--- src/rtl/cdc_hrif_pkg.sv ---
package cdc_hrif_pkg;
  localparam int ADDR_W = 4;
  localparam int BYTE_W = 8;

  localparam logic [ADDR_W-1:0] OFS_CTRL   = 4'h0;
  localparam logic [ADDR_W-1:0] OFS_CMD    = 4'h2;
  localparam logic [ADDR_W-1:0] OFS_PARAM  = 4'h4;
  localparam logic [ADDR_W-1:0] OFS_XFER   = 4'h6;
  localparam logic [ADDR_W-1:0] OFS_SUBST  = 4'hC;
  localparam logic [ADDR_W-1:0] OFS_SUBDAT = 4'hD;

  // field order follows the bit order of the command byte
  typedef struct packed {
    logic       play;
    logic       irq_req;
    logic       stat_req;
    logic [4:0] code;
  } cmd_t;

  localparam int IRQ_DMA = 0;
  localparam int IRQ_SUB = 1;
  localparam int IRQ_N   = 2;
endpackage

--- src/rtl/cdc_hrif_fifo.sv ---
module cdc_hrif_fifo #(
  parameter int W         = 8,
  parameter int DEPTH     = 8,
  parameter bit OVERWRITE = 1'b0
) (
  input  logic                       clk_i,
  input  logic                       rst_ni,
  input  logic                       clr_i,
  input  logic                       push_i,
  input  logic [W-1:0]               data_i,
  input  logic                       pop_i,
  output logic [W-1:0]               data_o,
  output logic [$clog2(DEPTH+1)-1:0] cnt_o,
  output logic                       empty_o
);
  localparam int PW = $clog2(DEPTH);
  localparam int CW = $clog2(DEPTH + 1);

  logic [W-1:0]  mem_q [DEPTH];
  logic [PW-1:0] rd_q, wr_q;
  logic [CW-1:0] cnt_q;
  logic          full, do_pop, do_push, drop;

  assign full    = (cnt_q == CW'(DEPTH));
  assign empty_o = (cnt_q == '0);
  assign do_pop  = pop_i & ~empty_o;

  generate
    if (OVERWRITE) begin : g_overwrite
      assign drop    = push_i & full & ~do_pop;
      assign do_push = push_i;
    end else begin : g_keep
      assign drop    = 1'b0;
      assign do_push = push_i & (~full | do_pop);
    end
  endgenerate

  always_ff @(posedge clk_i or negedge rst_ni) begin
    if (!rst_ni) begin
      rd_q  <= '0;
      wr_q  <= '0;
      cnt_q <= '0;
    end else if (clr_i) begin
      rd_q  <= '0;
      wr_q  <= '0;
      cnt_q <= '0;
    end else begin
      if (do_push) wr_q <= wr_q + PW'(1);
      if (do_pop | drop) rd_q <= rd_q + PW'(1);
      cnt_q <= cnt_q + CW'(do_push) - CW'(do_pop | drop);
    end
  end

  always_ff @(posedge clk_i) begin
    if (do_push && !clr_i) mem_q[wr_q] <= data_i;
  end

  assign data_o = mem_q[rd_q];
  assign cnt_o  = cnt_q;
endmodule

--- src/rtl/cdc_hrif_statq.sv ---
module cdc_hrif_statq #(
  parameter int W = 8,
  parameter int N = 4
) (
  input  logic                   clk_i,
  input  logic                   rst_ni,
  input  logic                   clr_i,
  input  logic                   load_i,
  input  logic [N*W-1:0]         reply_i,
  input  logic                   pop_i,
  output logic [W-1:0]           data_o,
  output logic [$clog2(N+1)-1:0] cnt_o,
  output logic                   nempty_o
);
  localparam int IW = $clog2(N);
  localparam int CW = $clog2(N + 1);

  logic [W-1:0]  byte_q [N];
  logic [IW-1:0] idx_q;
  logic [CW-1:0] cnt_q;

  assign nempty_o = (cnt_q != '0);

  // load replaces the whole queue; no partial append
  generate
    for (genvar i = 0; i < N; i++) begin : g_byte
      always_ff @(posedge clk_i) begin
        if (load_i && !clr_i) byte_q[i] <= reply_i[i*W +: W];
      end
    end
  endgenerate

  always_ff @(posedge clk_i or negedge rst_ni) begin
    if (!rst_ni) begin
      idx_q <= '0;
      cnt_q <= '0;
    end else if (clr_i) begin
      idx_q <= '0;
      cnt_q <= '0;
    end else if (load_i) begin
      idx_q <= '0;
      cnt_q <= CW'(N);
    end else if (pop_i && nempty_o) begin
      idx_q <= idx_q + IW'(1);
      cnt_q <= cnt_q - CW'(1);
    end
  end

  assign data_o = nempty_o ? byte_q[idx_q] : '0;
  assign cnt_o  = cnt_q;
endmodule

--- src/rtl/cdc_hrif_irq.sv ---
module cdc_hrif_irq (
  input  logic clk_i,
  input  logic rst_ni,
  input  logic kill_i,
  input  logic set_i,
  input  logic clr_i,
  input  logic mask_i,
  output logic flag_o,
  output logic irq_o
);
  logic flag_q;

  // soft reset > set > host clear
  always_ff @(posedge clk_i or negedge rst_ni) begin
    if (!rst_ni)     flag_q <= 1'b0;
    else if (kill_i) flag_q <= 1'b0;
    else if (set_i)  flag_q <= 1'b1;
    else if (clr_i)  flag_q <= 1'b0;
  end

  assign flag_o = flag_q;
  assign irq_o  = flag_q & ~mask_i;
endmodule

--- src/rtl/cdc_host_regs.sv ---
module cdc_host_regs
  import cdc_hrif_pkg::*;
#(
  parameter int PARAM_DEPTH = 8,
  parameter int SUBQ_DEPTH  = 16,
  parameter int STAT_BYTES  = 4
) (
  input  logic                             clk_i,
  input  logic                             rst_ni,
  input  logic                             wr_en_i,
  input  logic                             rd_en_i,
  input  logic [3:0]                       addr_i,
  input  logic [7:0]                       wdata_i,
  output logic [7:0]                       rdata_o,
  output logic                             cmd_valid_o,
  output logic                             cmd_play_o,
  output logic                             cmd_irq_req_o,
  output logic                             cmd_stat_req_o,
  output logic [4:0]                       cmd_code_o,
  input  logic                             param_pop_i,
  output logic [7:0]                       param_data_o,
  output logic [$clog2(PARAM_DEPTH+1)-1:0] param_cnt_o,
  output logic                             dma_en_o,
  output logic                             pio_en_o,
  input  logic                             stat_load_i,
  input  logic [STAT_BYTES*8-1:0]          stat_reply_i,
  input  logic                             subq_push_i,
  input  logic [7:0]                       subq_data_i,
  input  logic                             subq_overrun_i,
  input  logic                             xfer_phase_i,
  input  logic                             dma_busy_i,
  input  logic                             sub_ready_i,
  input  logic                             dma_done_i,
  output logic                             sub_irq_o,
  output logic                             dma_irq_o
);
  localparam int SCW = $clog2(STAT_BYTES + 1);
  localparam int QCW = $clog2(SUBQ_DEPTH + 1);

  logic wr_ctrl, wr_cmd, wr_param, wr_xfer;
  logic rd_stat, rd_subq;
  logic soft_rst;

  cmd_t cmd_q;
  logic cmd_vld_q;
  logic dma_en_q, pio_en_q;
  logic [IRQ_N-1:0] mask_q;

  logic [IRQ_N-1:0] irq_set, irq_clr, flag_vec, irq_vec;

  logic [BYTE_W-1:0] stat_byte, subq_byte;
  logic [SCW-1:0]    stat_cnt;
  logic              stat_nempty;
  logic [QCW-1:0]    subq_cnt;
  logic              subq_empty;
  logic              param_empty;

  assign wr_ctrl  = wr_en_i && (addr_i == OFS_CTRL);
  assign wr_cmd   = wr_en_i && (addr_i == OFS_CMD);
  assign wr_param = wr_en_i && (addr_i == OFS_PARAM);
  assign wr_xfer  = wr_en_i && (addr_i == OFS_XFER);
  assign rd_stat  = rd_en_i && (addr_i == OFS_CMD);
  assign rd_subq  = rd_en_i && (addr_i == OFS_SUBDAT);
  assign soft_rst = wr_ctrl && wdata_i[2];

  always_ff @(posedge clk_i or negedge rst_ni) begin
    if (!rst_ni) begin
      cmd_q     <= '0;
      cmd_vld_q <= 1'b0;
      dma_en_q  <= 1'b0;
      pio_en_q  <= 1'b0;
      mask_q    <= '0;
    end else begin
      cmd_vld_q <= wr_cmd;
      if (wr_cmd) cmd_q <= cmd_t'(wdata_i);
      if (wr_xfer) begin
        dma_en_q <= wdata_i[4];
        pio_en_q <= wdata_i[3];
      end
      if (wr_ctrl) begin
        mask_q[IRQ_SUB] <= wdata_i[1];
        mask_q[IRQ_DMA] <= wdata_i[0];
      end
    end
  end

  assign irq_set[IRQ_SUB] = stat_load_i & cmd_q.irq_req;
  assign irq_set[IRQ_DMA] = dma_done_i;
  assign irq_clr[IRQ_SUB] = wr_ctrl & wdata_i[7];
  assign irq_clr[IRQ_DMA] = wr_ctrl & wdata_i[6];

  generate
    for (genvar i = 0; i < IRQ_N; i++) begin : g_irq
      cdc_hrif_irq u_irq (
        .clk_i  (clk_i),
        .rst_ni (rst_ni),
        .kill_i (soft_rst),
        .set_i  (irq_set[i]),
        .clr_i  (irq_clr[i]),
        .mask_i (mask_q[i]),
        .flag_o (flag_vec[i]),
        .irq_o  (irq_vec[i])
      );
    end
  endgenerate

  cdc_hrif_fifo #(
    .W(BYTE_W), .DEPTH(PARAM_DEPTH), .OVERWRITE(1'b1)
  ) u_param (
    .clk_i   (clk_i),
    .rst_ni  (rst_ni),
    .clr_i   (soft_rst),
    .push_i  (wr_param),
    .data_i  (wdata_i),
    .pop_i   (param_pop_i),
    .data_o  (param_data_o),
    .cnt_o   (param_cnt_o),
    .empty_o (param_empty)
  );

  cdc_hrif_fifo #(
    .W(BYTE_W), .DEPTH(SUBQ_DEPTH), .OVERWRITE(1'b0)
  ) u_subq (
    .clk_i   (clk_i),
    .rst_ni  (rst_ni),
    .clr_i   (soft_rst),
    .push_i  (subq_push_i),
    .data_i  (subq_data_i),
    .pop_i   (rd_subq),
    .data_o  (subq_byte),
    .cnt_o   (subq_cnt),
    .empty_o (subq_empty)
  );

  cdc_hrif_statq #(
    .W(BYTE_W), .N(STAT_BYTES)
  ) u_stat (
    .clk_i    (clk_i),
    .rst_ni   (rst_ni),
    .clr_i    (soft_rst),
    .load_i   (stat_load_i),
    .reply_i  (stat_reply_i),
    .pop_i    (rd_stat),
    .data_o   (stat_byte),
    .cnt_o    (stat_cnt),
    .nempty_o (stat_nempty)
  );

  always_comb begin
    unique case (addr_i)
      OFS_CTRL:   rdata_o = {flag_vec[IRQ_SUB], flag_vec[IRQ_DMA], xfer_phase_i,
                             dma_busy_i, 2'b00, stat_nempty, sub_ready_i};
      OFS_CMD:    rdata_o = stat_byte;
      OFS_SUBST:  rdata_o = {6'b0, subq_overrun_i, ~subq_empty};
      OFS_SUBDAT: rdata_o = subq_empty ? 8'h00 : subq_byte;
      default:    rdata_o = 8'hFF;
    endcase
  end

  assign cmd_valid_o    = cmd_vld_q;
  assign cmd_play_o     = cmd_q.play;
  assign cmd_irq_req_o  = cmd_q.irq_req;
  assign cmd_stat_req_o = cmd_q.stat_req;
  assign cmd_code_o     = cmd_q.code;
  assign dma_en_o       = dma_en_q;
  assign pio_en_o       = pio_en_q;
  assign sub_irq_o      = irq_vec[IRQ_SUB];
  assign dma_irq_o      = irq_vec[IRQ_DMA];
endmodule

--- config.mk ---
export PLATFORM = sky130hd
export DESIGN_NAME = cdc_host_regs
export DESIGN_NICKNAME = d
export VERILOG_FILES = /design/src/rtl/cdc_hrif_pkg.sv /design/src/rtl/cdc_hrif_fifo.sv /design/src/rtl/cdc_hrif_statq.sv /design/src/rtl/cdc_hrif_irq.sv /design/src/rtl/cdc_host_regs.sv
export SDC_FILE = /design/constraint.sdc
export NUM_CORES = 1
export LEC_CHECK = 0
export ABC_AREA = 1
export ABC_CLOCK_PERIOD_IN_PS = 5600
export CORE_MARGIN = 3
export CORE_UTILIZATION = 59
export CTS_CLUSTER_DIAMETER = 80
export DETAILED_ROUTE_END_ITERATION = 7
export DONT_BUFFER_PORTS = 1
export GPL_ROUTABILITY_DRIVEN = 0
export GPL_TIMING_DRIVEN = 0
export PLACE_DENSITY = 0.75
export SYNTH_ARGS = -nofsm -noshare
export SYNTH_HDL_FRONTEND = slang
export SYNTH_SLANG_ARGS = --single-unit
--- constraint.sdc ---
create_clock -name clk_i -period 5.6 [get_ports clk_i]
set_clock_uncertainty 0.15 [all_clocks]
set_input_delay 0.84 -clock clk_i [delete_from_list [all_inputs] [get_ports clk_i]]
set_output_delay 0.84 -clock clk_i [all_outputs]
set_load 0.01 [all_outputs]
Word level (Yosys, flattened, before mapping)
Memories as Yosys holds them, arrays and structs flattened.
Cells that the tools add are included.
{"block": "op_classes", "add_sub_neg": 10, "eq_ne": 7, "muxes": 31, "bitwise": 19, "n_reduce_logical": 23}
{"operator": "one-hot mux 8 bit (4 select lines)", "count": 1}
{"operator": "2-to-1 mux 3 bit", "count": 7}
{"operator": "2-to-1 mux 4 bit", "count": 5}
{"operator": "2-to-1 mux 8 bit", "count": 2}
{"operator": "equality test 4 bit, second input constant", "count": 3}
{"operator": "2-to-1 mux 1 bit", "count": 12}
{"operator": "nonzero test 3 bit", "count": 4}
{"operator": "logical AND 1 bit", "count": 11}
{"operator": "AND 1 bit", "count": 10}
{"operator": "adder 4 x 1 -> 4 bit, second input constant", "count": 2}
{"operator": "equality test 4 x 3 -> 1 bit, second input constant", "count": 2}
{"operator": "zero test 4 bit", "count": 2}
{"operator": "nonzero test 2 bit", "count": 4}
{"operator": "adder 3 x 1 -> 3 bit, second input constant", "count": 2}
{"operator": "2-to-1 mux 2 bit", "count": 3}
{"operator": "inverter 1 bit", "count": 6}
{"operator": "adder 5 x 1 -> 5 bit", "count": 1}
{"operator": "equality test 5 bit, second input constant", "count": 1}
{"operator": "zero test 5 bit", "count": 1}
{"operator": "2-to-1 mux 5 bit", "count": 1}
{"operator": "subtractor 5 x 1 -> 5 bit", "count": 1}
{"operator": "adder 4 x 1 -> 4 bit", "count": 1}
{"operator": "equality test 4 x 2 -> 1 bit, second input constant", "count": 1}
{"operator": "subtractor 4 bit", "count": 1}
{"operator": "other kinds (4)", "count": 6}
{"block": "word_totals", "ff_bits": 43, "ramBits": 224, "in_bits": 64, "output_inout_bits": 33, "wordCells": 111, "mem_count": 3}
{"memory": "u_subq.mem_q", "words": 16, "width": 8, "read_ports": 1, "rd_ports_with_merged_regs": 0, "wr": 1, "line": "cdc_hrif_fifo.sv:19", "rtl": "logic [W-1:0] mem_q [DEPTH];"}
{"memory": "u_param.mem_q", "words": 8, "width": 8, "read_ports": 1, "rd_ports_with_merged_regs": 0, "wr": 1, "line": "cdc_hrif_fifo.sv:19"}
{"memory": "u_stat.byte_q", "words": 4, "width": 8, "read_ports": 1, "rd_ports_with_merged_regs": 0, "wr": 4, "line": "cdc_hrif_statq.sv:18", "rtl": "logic [W-1:0] byte_q [N];"}

Longest topological paths before layout
{"block": "depth", "ltp_word": 8, "depth_mapped": 19, "ltp_nobuf": 19}

Hierarchy
From an unflattened synthesis, not the netlist that was laid out.
{"block": "unflattened", "hier_cells": 1285, "area_unflattened_um2": 12423.2}
{"mod": "cdc_hrif_fifo at u_subq", "instances": 1, "cells_each": 643, "area_per_inst_um2": 6428.7, "seq_area_each_um2": 4169.0}
{"mod": "cdc_hrif_fifo at u_param", "instances": 1, "cells_each": 336, "area_per_inst_um2": 3393.3, "seq_area_each_um2": 2172.1}
{"mod": "cdc_hrif_statq", "instances": 1, "cells_each": 160, "area_per_inst_um2": 1626.6, "seq_area_each_um2": 1086.0}
{"mod": "cdc_host_regs", "instances": 1, "cells_each": 132, "area_per_inst_um2": 869.6, "seq_area_each_um2": 325.3}
{"mod": "cdc_hrif_irq", "instances": 2, "cells_each": 7, "area_per_inst_um2": 52.6, "seq_area_each_um2": 25.0}

Least setup slack after synthesis
OpenSTA, ideal clock, no wires.
{"block": "synth_timing", "path_kind": "input port to flip-flop", "startpoint": "in addr_i[0]", "endpoint": "mem u_stat.byte_q[0][0] (enable)", "setup_ns": 0.421, "t_arrival_ns": 2.673, "required_time_ns": 5.029, "path_slack_ns": 2.356, "path_stages": 7, "n_path_buf": 1, "cell_sequence": "inv_2 -> nand2_2 -> nor2_4 -> nand2_4 -> nor2_4 -> buf_2 -> nor2_1"}
{"element": "start, declared", "line": "cdc_host_regs.sv:12", "rtl": "input logic [3:0] addr_i,"}
{"element": "end, declared", "line": "cdc_hrif_statq.sv:18"}

Worst setup path in the final report
{"block": "layout_timing", "startpoint": "reg u_subq.rd_q[1]", "endpoint": "out rdata_o[4]"}
{"block": "layout_via", "elab_chain_cells": 3}
{"element": "start, declared", "line": "cdc_hrif_fifo.sv:20", "rtl": "logic [PW-1:0] rd_q, wr_q;"}
{"element": "start signal, assigned", "line": "cdc_hrif_fifo.sv:49", "rtl": "if (do_pop | drop) rd_q <= rd_q + PW'(1);"}
{"element": "memory read (16 x 8 bit)"}
{"element": "2-to-1 mux 8 bit", "line": "cdc_host_regs.sv:155", "rtl": "OFS_SUBDAT: rdata_o = subq_empty ? 8'h00 : subq_byte;"}
{"element": "one-hot mux 8 bit (4 select lines)", "line": "cdc_host_regs.sv:150", "rtl": "unique case (addr_i)"}
{"element": "end, declared", "line": "cdc_host_regs.sv:14", "rtl": "output logic [7:0] rdata_o,"}
No other way between the ends.

==> impl_metrics.toml <==
[status]
status = "completed"

[timing]
fin_crit_sh_pct = 62.01
slew_headroom_pct = 16.85
slew_viol_final = 0
tightest_slew_ps = 1238
fmax_mhz = 288.0
hold_viol = 0
setup_ws_ps = 2128
fin_crit_ps = 3472
rsz0062_at_grt = "false"
setup-violations-final = 0
fin_tns_setup_ps = 0

[clock_tree]
cts.repair.resized = 0
clock_latency_ps = 520
cts_inserted_buffers = 27
cts.clk_slew.worst_paths_ps = 60
cts_sinks = 267
cts_tree = "done"
cts_hold_buf = 1
clockBufferDepth = 3
cts_setup_buffers = 0
cts_root_buffer = "clkbuf_16"
htreeDepth = 1

[floorplanning]
die_h_um = 145.7
die_w_um = 145.7
dieArea_mm2 = 0.02124
io_pins = 97
rows = 50
start_util_pct = 60.78
coreArea_mm2 = 0.01896

[global_route]
grt_pass1_wl_um = 40720
gr-total-overflow = 0
grt_pass1_vias = 7335
antenna_found_initial = 0
grt.total_usage_pct = 24.21
grt_max_degree = 44

[logic_synthesis]
syn_nets = 1125
synth_commonest_cells = "edfxtp_1 (224), nand2_1 (166), nor2_1 (155)"
ys.flop_type = "edfxtp_1"
syn_inst = 1038
synth_cell_types = 33
avgSynthCellArea_um2 = 11.10
ys_seq_area_share_pct = 67.72
async_reset_ff_share_pct = 16.10
ys_warn_count = 0
synth_area_leaders = "edfxtp_1 (58%), dfrtp_1 (9.3%), nand2_1 (5.4%), nor2_1 (5.0%), o21ai_0 (4.0%)"
ys_seq_elements = 267
synth-edff-count = 224
synthesis.area_mm2 = 0.01152
yosys.area.top_type = "edfxtp_1"
yosysTopAreaCellShare_pct = 58.38
yosysMostFrequentCell = "edfxtp_1"

[pwr]
fin_total_pwr_mw = 5.777
peakVddDrop_mv = 0.3188
p_per_area_mw_per_mm2 = 454.2
leakage_nw = 4.854

[setup_path]
cp_max_fo = 10
cp-start-kind = "flop"
worst_path_max_delay_cell = "clkbuf_1"
startpoint = "u_subq.rd_q[1]$_DFFE_PN0P_"
cp.required_ps = 4610
regToRegStartpoint = "u_subq.cnt_o[2]$_DFF_PN0_"
worstSetupPathType = "flop to output pin"
crit_top_cell = "nand2_1"
path_cells = "inv_2 > clkbuf_1 > o211ai_1 > nand3_1 > nand3_1 > nand2_1 > nand2_1 > nand2_1"
endpoint_kind = "output pin"
critPathArrivalTime_ps = 2480
max_stage_delay_ps = 500

[route]
drtAntennaViolNets = 0
drt_first_pass_iters = 5
drtIter0Drc = 766
vias_per_cell = 5.740
via_count = 7743
drc = 0
wire_per_inst_um = 19.32
wirelength_um = 26070

[final_layout]
finalCoreUtilization_pct = 67.10
seq_area_mm2 = 0.007802
final_nets = 1156
multi_input_area_mm2 = 0.003146
n_antenna_cell = 0
syn2layout_area_growth_pct = 10.40
fillers = 1384
drive_gt1_share_pct = 7.622

[place]
dpl.hpwl_um = 18060
dp_slack_ps = 2482
io_buffers = 0

[run]
maxCapViolCount = 0

[worst_hold_path]
hp-class = "input pin to async pin"
-- worst max-delay path, delay by kind of cell (launching register included) --
kind,cells,cell delay (ps)
buffers and inverters,2,700
AOI/OAI and AO/OA,1,220
and+or+nand+nor,5,560
DFF,1,470
-- final cells by class --
cell class	count	area share [%]
inverter	94	2.774
multi-input combinational	632	24.73
buffer	45	1.751
clock inverter	15	0.7968
timing repair buffer	2	0.3738
tap	260	2.558
sequential	267	61.34
clock buffer	34	5.676
-- layer usage --
metal	vias to the layer above	track usage [%]	routed length, um
li1	3640	-	-
met1	3694	34.07	10820
met2	355	37.80	12010
met3	54	6.073	2523
met4	0	7.550	713
met5	-	0	0
-- final timing paths --
check	endpoint	slack, ps	cells after the start
max	rdata_o[4]	2130	8
min	cmd_code_o[1]$_DFFE_PN0P_	20	1
max reg2reg	u_subq.cnt_o[4]$_DFF_PN0_	2690	19
min reg2reg	mask_q[0]$_DFFE_PN0P_	350	2
max in group asynchronous	pio_en_o$_DFFE_PN0P_	5070	1
min in group clk_i	u_param.mem_q[1][5]$_DFFE_PP_	260	0
-- metrics by stage --
stage          std cells  hold WS, ps  area (um^2)
2_1_floorplan       1038        303.7        11520
3_3_place_gp        1298        322.7        11850
3_5_place_dp        1299        331.8        11880
4_1_cts             1349        10.22        12720
5_1_grt             1349        17.65        12720
6_report            1349        15.34        12720
-- layout by cell type, fill, tap and decap left out, types with 2 or more instances in the layout --
cell        instances
nand2_1           166
buf_4               2
buf_2              13
ha_1               21
nor2_4              4
a21oi_1            11
o21ai_0            92
xor2_1              5
a31oi_1             7
clkbuf_1           28
inv_2               8
nand3_1            78
clkinv_2            5
fa_1                2
clkbuf_8            2
buf_6               4
nor3_1              5
nand4_1             3
inv_1              83
edfxtp_1          224
o211ai_1           21
nand2_4             2
nor2_2              4
clkinvlp_4          2
o22ai_1            23
o21ai_1            22
dfrtp_1            43
and3_1              2
clkinv_1            9
clkbuf_16          27
xnor2_1             3
buf_1               3
nor2_1            154
nand2_2             4
-- kinds of logic (layout without fill, tap and decap cells) --
| family | Yosys count | after routing | synth area share (%) |
|---|---|---|---|
| XOR/XNOR | 8 | 8 | 0.6082 |
| AO/OA/AOI/OAI | 176 | 176 | 8.427 |
| adder cells (fa/ha/maj) | 23 | 23 | 2.628 |
| flip-flops | 267 | 267 | 67.72 |
| AND/OR/NAND/NOR | 425 | 425 | 15.62 |
| buffers and inverters | 139 | 190 | 4.996 |
-- state kept, by name, indices dropped and copies added, names as in the netlist, 3 cells and up --
name,cells
u_subq.cnt_o,5
u_stat.cnt_o,3
u_subq.wr_q,4
u_subq.mem_q,128
u_param.mem_q,64
u_subq.rd_q,4
u_param.rd_q,3
u_stat.byte_q,32
u_param.cnt_o,4
cmd_code_o,5
u_param.wr_q,3
-- power by group --
| group | switching (mW) | total (mW) | internal [mW] |
|---|---|---|---|
| Clock | 0.713 | 1.67 | 0.956 |
| Sequential | 0.136 | 2.50 | 2.36 |
| Combinational | 1.11 | 1.61 | 0.505 |
Power figures use the tool's default switching activity.
